## src/rtl/dpio_pkg.sv

```systemverilog
package dpio_pkg;

    localparam int REG_W   = 8;
    localparam int NPIN    = 2;
    localparam int PIN_LSB = 1;
    localparam int ADDR_W  = 2;
    localparam int PIN_CLK = 0;
    localparam int PIN_CSI = 1;

    localparam logic [REG_W-1:0] USED_MASK = ((1 << NPIN) - 1) << PIN_LSB;

    typedef enum logic [ADDR_W-1:0] {
        RA_LEVEL = 2'd0,
        RA_DOUT  = 2'd1,
        RA_DIR   = 2'd2,
        RA_NONE  = 2'd3
    } reg_addr_e;

    typedef enum logic {
        SRC_MCU = 1'b0,
        SRC_ECS = 1'b1
    } out_src_e;

    typedef enum logic {
        OE_FROM_DIR = 1'b0,
        OE_FROM_PT  = 1'b1
    } oe_src_e;

    typedef struct packed {
        logic [NPIN-1:0] dout;
        logic [NPIN-1:0] dir;
    } port_state_t;

    function automatic logic [REG_W-1:0] place_bits(input logic [NPIN-1:0] v);
        logic [REG_W-1:0] r;
        r = '0;
        r[PIN_LSB +: NPIN] = v;
        return r;
    endfunction

    function automatic logic [NPIN-1:0] pick_bits(input logic [REG_W-1:0] w);
        return w[PIN_LSB +: NPIN];
    endfunction

endpackage

```

## src/rtl/dpio_regs.sv

```systemverilog
module dpio_regs
    import dpio_pkg::*;
(
    input  logic              clk,
    input  logic              rst,
    input  logic              we,
    input  logic [ADDR_W-1:0] addr,
    input  logic [REG_W-1:0]  wdata,
    output port_state_t       state
);

    reg_addr_e  ra;
    logic       hit_dout;
    logic       hit_dir;

    assign ra       = reg_addr_e'(addr);
    assign hit_dout = we && (ra == RA_DOUT);
    assign hit_dir  = we && (ra == RA_DIR);

    always_ff @(posedge clk) begin
        if (rst) begin
            state <= '0;
        end else begin
            if (hit_dout) state.dout <= pick_bits(wdata);
            if (hit_dir)  state.dir  <= pick_bits(wdata);
        end
    end

    AST_DOUT_LOAD: assert property (@(posedge clk) disable iff (rst)
        (we && addr == RA_DOUT) |=> state.dout == pick_bits($past(wdata)));
    AST_DIR_LOAD: assert property (@(posedge clk) disable iff (rst)
        (we && addr == RA_DIR) |=> state.dir == pick_bits($past(wdata)));
    AST_DOUT_KEEP: assert property (@(posedge clk) disable iff (rst)
        !(we && addr == RA_DOUT) |=> $stable(state.dout));
    AST_DIR_KEEP: assert property (@(posedge clk) disable iff (rst)
        !(we && addr == RA_DIR) |=> $stable(state.dir));

endmodule

```

## src/rtl/dpio_pin.sv

```systemverilog
module dpio_pin
    import dpio_pkg::*;
(
    input  out_src_e src,
    input  oe_src_e  oe_sel,
    input  logic     dout_bit,
    input  logic     dir_bit,
    input  logic     ecs,
    input  logic     pt_oe,
    output logic     pad_o,
    output logic     pad_oe
);

    always_comb begin
        unique case (src)
            SRC_ECS: pad_o = ecs;
            default: pad_o = dout_bit;
        endcase
    end

    always_comb begin
        unique case (oe_sel)
            OE_FROM_PT: pad_oe = pt_oe;
            default:    pad_oe = dir_bit;
        endcase
    end

endmodule

```

## src/rtl/dpio_rdmux.sv

```systemverilog
module dpio_rdmux
    import dpio_pkg::*;
(
    input  logic [ADDR_W-1:0] addr,
    input  logic [NPIN-1:0]   levels,
    input  port_state_t       state,
    output logic [REG_W-1:0]  rdata
);

    always_comb begin
        unique case (reg_addr_e'(addr))
            RA_LEVEL: rdata = place_bits(levels);
            RA_DOUT:  rdata = place_bits(state.dout);
            RA_DIR:   rdata = place_bits(state.dir);
            default:  rdata = '0;
        endcase
    end

endmodule

```

## src/rtl/dpio_port.sv

```systemverilog
module dpio_port
    import dpio_pkg::*;
(
    input  logic              clk,
    input  logic              rst,
    input  logic              bus_we,
    input  logic [ADDR_W-1:0] bus_addr,
    input  logic [REG_W-1:0]  bus_wdata,
    output logic [REG_W-1:0]  bus_rdata,
    input  logic [NPIN-1:0]   cfg_src,
    input  logic [NPIN-1:0]   cfg_oe_src,
    input  logic              cfg_csi_en,
    input  logic              cfg_clk_en,
    input  logic [NPIN-1:0]   cfg_slew,
    input  logic [NPIN-1:0]   fab_ecs,
    input  logic [NPIN-1:0]   fab_pt_oe,
    input  logic [NPIN-1:0]   pin_in,
    output logic [NPIN-1:0]   pin_out,
    output logic [NPIN-1:0]   pin_oe,
    output logic [NPIN-1:0]   pin_slew_fast,
    output logic [NPIN-1:0]   fab_pin_in,
    output logic              fab_clk,
    output logic              mem_disable
);

    port_state_t st;

    dpio_regs u_regs (
        .clk   (clk),
        .rst   (rst),
        .we    (bus_we),
        .addr  (bus_addr),
        .wdata (bus_wdata),
        .state (st)
    );

    dpio_rdmux u_rd (
        .addr   (bus_addr),
        .levels (pin_in),
        .state  (st),
        .rdata  (bus_rdata)
    );

    for (genvar i = 0; i < NPIN; i++) begin : g_pin
        dpio_pin u_pin (
            .src      (out_src_e'(cfg_src[i])),
            .oe_sel   (oe_src_e'(cfg_oe_src[i])),
            .dout_bit (st.dout[i]),
            .dir_bit  (st.dir[i]),
            .ecs      (fab_ecs[i]),
            .pt_oe    (fab_pt_oe[i]),
            .pad_o    (pin_out[i]),
            .pad_oe   (pin_oe[i])
        );

        AST_OUT_SRC: assert property (@(posedge clk) disable iff (rst)
            pin_out[i] == (cfg_src[i] ? fab_ecs[i] : st.dout[i]));
        AST_OE_SRC: assert property (@(posedge clk) disable iff (rst)
            pin_oe[i] == (cfg_oe_src[i] ? fab_pt_oe[i] : st.dir[i]));
    end

    assign fab_pin_in    = pin_in;
    assign pin_slew_fast = cfg_slew;
    assign fab_clk       = cfg_clk_en & pin_in[PIN_CLK];
    assign mem_disable   = cfg_csi_en & pin_in[PIN_CSI];

    AST_RSVD_ZERO: assert property (@(posedge clk) disable iff (rst)
        (bus_rdata & ~USED_MASK) == '0);
    AST_MEMDIS_QUAL: assert property (@(posedge clk) disable iff (rst)
        mem_disable |-> (cfg_csi_en && pin_in[PIN_CSI]));
    AST_CLK_QUAL: assert property (@(posedge clk) disable iff (rst)
        !cfg_clk_en |-> !fab_clk);

endmodule

```

## config.mk

```make
export PLATFORM = sky130hd
export DESIGN_NAME = dpio_port
export DESIGN_NICKNAME = d
export VERILOG_FILES = /design/src/rtl/dpio_pkg.sv /design/src/rtl/dpio_regs.sv /design/src/rtl/dpio_pin.sv /design/src/rtl/dpio_rdmux.sv /design/src/rtl/dpio_port.sv
export SDC_FILE = /design/constraint.sdc
export NUM_CORES = 1
export LEC_CHECK = 0
export BUFFER_PORTS_ARGS = -buffer_cell sky130_fd_sc_hd__buf_2
export CORE_AREA = 2 2 39 41
export CTS_BUF_LIST = sky130_fd_sc_hd__clkbuf_8
export CTS_CLUSTER_DIAMETER = 100
export CTS_CLUSTER_SIZE = 12
export DETAILED_ROUTE_END_ITERATION = 12
export DIE_AREA = 0 0 41 43
export GPL_ROUTABILITY_DRIVEN = 0
export PLACE_DENSITY = 0.73
export SETUP_SLACK_MARGIN = 0.15
export SYNTH_ARGS = -nofsm -noshare
export SYNTH_HDL_FRONTEND = slang
export SYNTH_SLANG_ARGS = --single-unit
```

## constraint.sdc

```tcl
create_clock -name clk -period 0.9 [get_ports clk]
set_input_delay 0.18 -clock clk [delete_from_list [all_inputs] [get_ports clk]]
set_output_delay 0.18 -clock clk [all_outputs]
set_load 0.05 [all_outputs]
```

After elaboration in Yosys (flattened, before gate mapping)
Index checks and enable logic that the tools add are counted.
- add/sub/neg operators: 0
- $mul: 0
- div/mod/pow operators: 0
- order comparisons: 0
- eq/ne operators: 2
- shifts and indexed selects: 0
- muxes and demuxes: 5
- bitwise gates (word level): 2
- reductions and logical operators: 3
- operators by type and width (kind ; count):
    $pmux 3 s3 ; 1
    $mux 1 ; 4
    $and 1x1->1 ; 2
    $eq 2x1->1 const B ; 1
    $eq 2x2->1 const B ; 1
    $logic_and 1x1->1 ; 2
    $logic_not 2->1 ; 1
- register bits after elaboration: 4
- bits in latches: 0
- memory bits (writable): 0
- memory bits (read-only): 0
- input bits: 27
- logic and storage cells: 14
- memories kept: 0

Depth between registers and ports, before layout
- word-level depth: 2
- gate-level depth with buffers: 2
- mapped depth without buffers: 2

Modules after synthesis
A second synthesis with hierarchy kept.
- cells, all modules: 38
- area, all modules: 370.4 µm²
- modules (own cells, without submodules) (module ; times used ; cells an instance ; area an instance (µm²) ; seq. area each (µm²)):
    dpio_regs ; 1 ; 16 ; 175.2 ; 80.1
    dpio_rdmux ; 1 ; 12 ; 92.6 ; 0.0
    dpio_pin ; 2 ; 2 ; 30.0 ; 0.0
    dpio_port ; 1 ; 6 ; 42.5 ; 0.0

Worst setup path before layout
No wires, ideal clock.
- path kind: reg-to-output
- start point: register u_regs.state[0] (netlist name)
- end point: output bus_rdata[1]
- arrival time: 1.164 ns
- required time: 0.720 ns
- setup slack: -0.444 ns
- stages on the path, launching flop included: 3
- buffers on the path: 0
- cells stage by stage: dfxtp_1 -> mux2i_1 -> o2bb2ai_1
- cells in the longest elaborated chain, start to end: 1
- RTL lines (element ; line ; source):
    $pmux 3 s3 ; dpio_rdmux.sv:11 ; unique case (reg_addr_e'(addr))
    to (decl) ; dpio_port.sv:9 ; output logic [REG_W-1:0] bus_rdata,
Every way passes these cells.

Worst setup path in the final report
- start point: register u_regs.state[3] (netlist name)
- end point: output pin_out[1]
- cells in the longest elaborated chain, start to end: 1
- RTL lines (element ; line ; source):
    $mux 1 ; dpio_pin.sv:15 ; unique case (src)
    to (decl) ; dpio_port.sv:18 ; output logic [NPIN-1:0] pin_out,
Every way passes these cells.

==> metrics.md <==
| Metric | Value |
|---|---|
| Status | `finished with violations` |
| Failing checks | `setup timing` |
| Row cnt | `14` |
| Worst Slack Setup Final | `-0.250 ns` |
| CP max FO | `2` |
| Max Fclk | `870 MHz` |
| VDD IR max | `around 0.58 mV` |
| Ratio of cells with drive above 1 in the final layout | `0.746` |
| CTS tree | `yes` |
| CTS root buffer | `clkbuf_8` |
| Overall routing resource usage | `0.126` |
| Critical Path AT | `0.97 ns` |
| Initial antenna violation count | `0` |
| Final Util | `0.533` |
| HP Class | `input pin to flip-flop` |
| Finished Layout Cells | `83` |
| Cell Area, Synth | `388 um^2` |
| Placed insts | `78` |
| TritonCTS Buffers | `3` |
| Wirelength per Cell | `around 12 um` |
| Warnings from Yosys | `0` |
| Iteration-0 DRC count of the detailed router | `0` |
| Clock transition at path regs | `0.03 ns` |
| Synth-to-Final Area Change | `90.0%` |
| Sequential share of the synthesized area | `0.206` |
| Distinct cells, synth | `11` |
| Synthesized flop and latch total | `4` |
| Longest Clk Path Bufs | `2` |
| Post-synth EDFFs | `0` |
| Worst Skew | `0 ns` |
| Drt first pass iters | `1` |
| DP HPWL | `666 um` |
| Final slew viol count | `0` |
| CTS sink cnt | `4` |
| Post-synthesis compound-gate area fraction | `0.0452` |
| CTS H-tree lvls | `1` |
| Die X | `41 um` |
| Vias in the first global route | `365` |
| CP Capture Type | `output port` |
| Mux contribution to synthesized area | `0.271` |
| Die area | `1760 um^2` |
| Core Area | `1380 um^2` |
| Final period utilization | `1.28` |
| Total gr overflow | `0` |
| Largest cells by area after synthesis | `buf_4, dfxtp_1, mux2i_1, mux2_2, nand2b_1` |
| Kind of critical path | `flip-flop to output port` |
| Nets | `96` |
| Syn Area/Cell | `a little over 9 um^2` |
| Initial Utilization | `0.280` |
| Pin count of the biggest net entering global routing | `7` |
| DP Area | `527 um^2` |
| Detail Route Antenna Nets | `0` |
| Number of vias per cell | `4.29` |
| RSZ-0062 raised after global routing | `yes` |
| Final Hold Viols | `0` |
| Most frequent cells after synthesis | `buf_4, mux2i_1, nand2b_1` |
| Final instance area | `roughly 740 um^2` |
| Biggest regs | `u_regs.state (4)` |
| Mapped Cells | `42` |
| Synth Area in Simple Gates | `0.197` |
| Startpoint types | `flip-flop` |
| First-pass GRT wire length | `1.44 mm` |
| Sequence of cells on the critical path | `mux2_4 -> buf_8` |
| Fin crit period | `1.15 ns` |
| # diodes | `0` |
| Setup TNS | `-1.40 ns` |
| Flip-flop count of the largest register after layout | `4` |
| Post-synthesis xor/xnor area fraction | `0` |
| Largest family of logic cells by synthesized area | `buffers and inverters` |
| Ports | `45` |
| Synth top area share | `0.271` |
| Fillers | `120` |
| DR vias | `approximately 360` |
| Worst path slowest cell | `dfxtp_2` |
| Die height | `43 um` |
| Largest Register | `u_regs.state` |
| Clk_lat worst skew | `between 0.2 and 0.25 ns` |
| Adder-cell share of the synthesized area | `0` |
| Area leader, netlist | `buf_4` |
| Req. time, crit path | `between 0.7 and 0.8 ns` |
| DRC viols | `0` |
| Leak | `0.341 nW` |
| Top-count cell post-synth | `buf_4` |
| Drt total wl | `1.03 mm` |
| Worst path max stage delay | `0.32 ns` |
| Top FF cell, synth | `dfxtp_1` |
| Asr flop ratio synth | `0` |
| Max-Cap Viols | `0` |
| Endpoints failing setup | `6` |
| PD cells | `1300 nW/um^2` |
| # port buffers | `28` |
per-stage QoR:
stage | worst slack (ns) | hold slack, ns | total power, mW
after floorplan | -0.0160 | 0.348 | 0.497
after global placement | -0.210 | 0.361 | 0.492
after detailed placement | -0.238 | 0.361 | 0.496
after CTS | -0.250 | 0.247 | 0.953
after global routing | -0.271 | 0.271 | 1.01
final | -0.250 | 0.261 | 0.962
layout by cell type (no fill, tap or decap), drive strengths merged:
cell,synthesis,layout
mux2,4,4
mux2i,6,6
and2,2,2
and3b,1,1
nand3b,1,1
nor2b,1,1
dfxtp,4,4
nand2b,6,6
conb,1,6
buf,14,31
clkbuf,0,3
o2bb2ai,2,2
final timing paths:
path                                     start                            to  slack (ns)  depth (start not counted)
hold / removal                    bus_wdata[1]  u_regs.state[2]$_SDFFE_PP0P_        0.26                          3
hold reg to reg   u_regs.state[0]$_SDFFE_PP0P_  u_regs.state[0]$_SDFFE_PP0P_        0.50                          2
setup reg to reg  u_regs.state[3]$_SDFFE_PP0P_  u_regs.state[3]$_SDFFE_PP0P_        0.19                          3
setup / recovery  u_regs.state[3]$_SDFFE_PP0P_                    pin_out[1]       -0.25                          2
logic make-up (layout without fill, tap and decap cells):
| group | Yosys count | count (layout) |
|---|---|---|
| mux | 10 | 10 |
| other cells | 1 | 6 |
| flops | 4 | 4 |
| simple gates | 11 | 11 |
| compound gates | 2 | 2 |
| buf+inv | 14 | 34 |
what timing repair did:
action,CTS,global route
gates cloned,0,0
setup endpoints to repair,10,9
buffers inserted,2,0
hold buffers,0,0
gates resized for setup,28,5
pin swaps,0,0
power breakdown:
group / switching [mW] / internal, mW
logic: 0.226 / 0.169
registers: 0.00699 / 0.186
clock network: 0.0890 / 0.285
worst max-delay path: cells and delay by family (launching register included):
kind	cells	cell delay (ns)
buf+inv	1	0.15
mux	1	0.28
flops	1	0.32
per-layer routing:
layer | global-route usage | vias to the layer above | routed length [um] | part of all wire
met1 | 0.107 | 162 | 347 | 0.34
met2 | 0.222 | 21 | 575 | 0.56
met4 | 0.0800 | 0 | 0 | 0
met5 | 0 | - | 0 | 0
li1 | - | 173 | - | -
met3 | 0.0471 | 0 | 109 | 0.11
layout make-up:
type,instances,area [um^2],area share
clock buffers,3,41.3,0.0560
repair buffers,31,292,0.396
multi-input cells,29,299,0.406
well taps,16,20.0,0.0272
flip-flops and latches,4,85.1,0.115
Note: power is estimated with default switching activity, not from simulation.
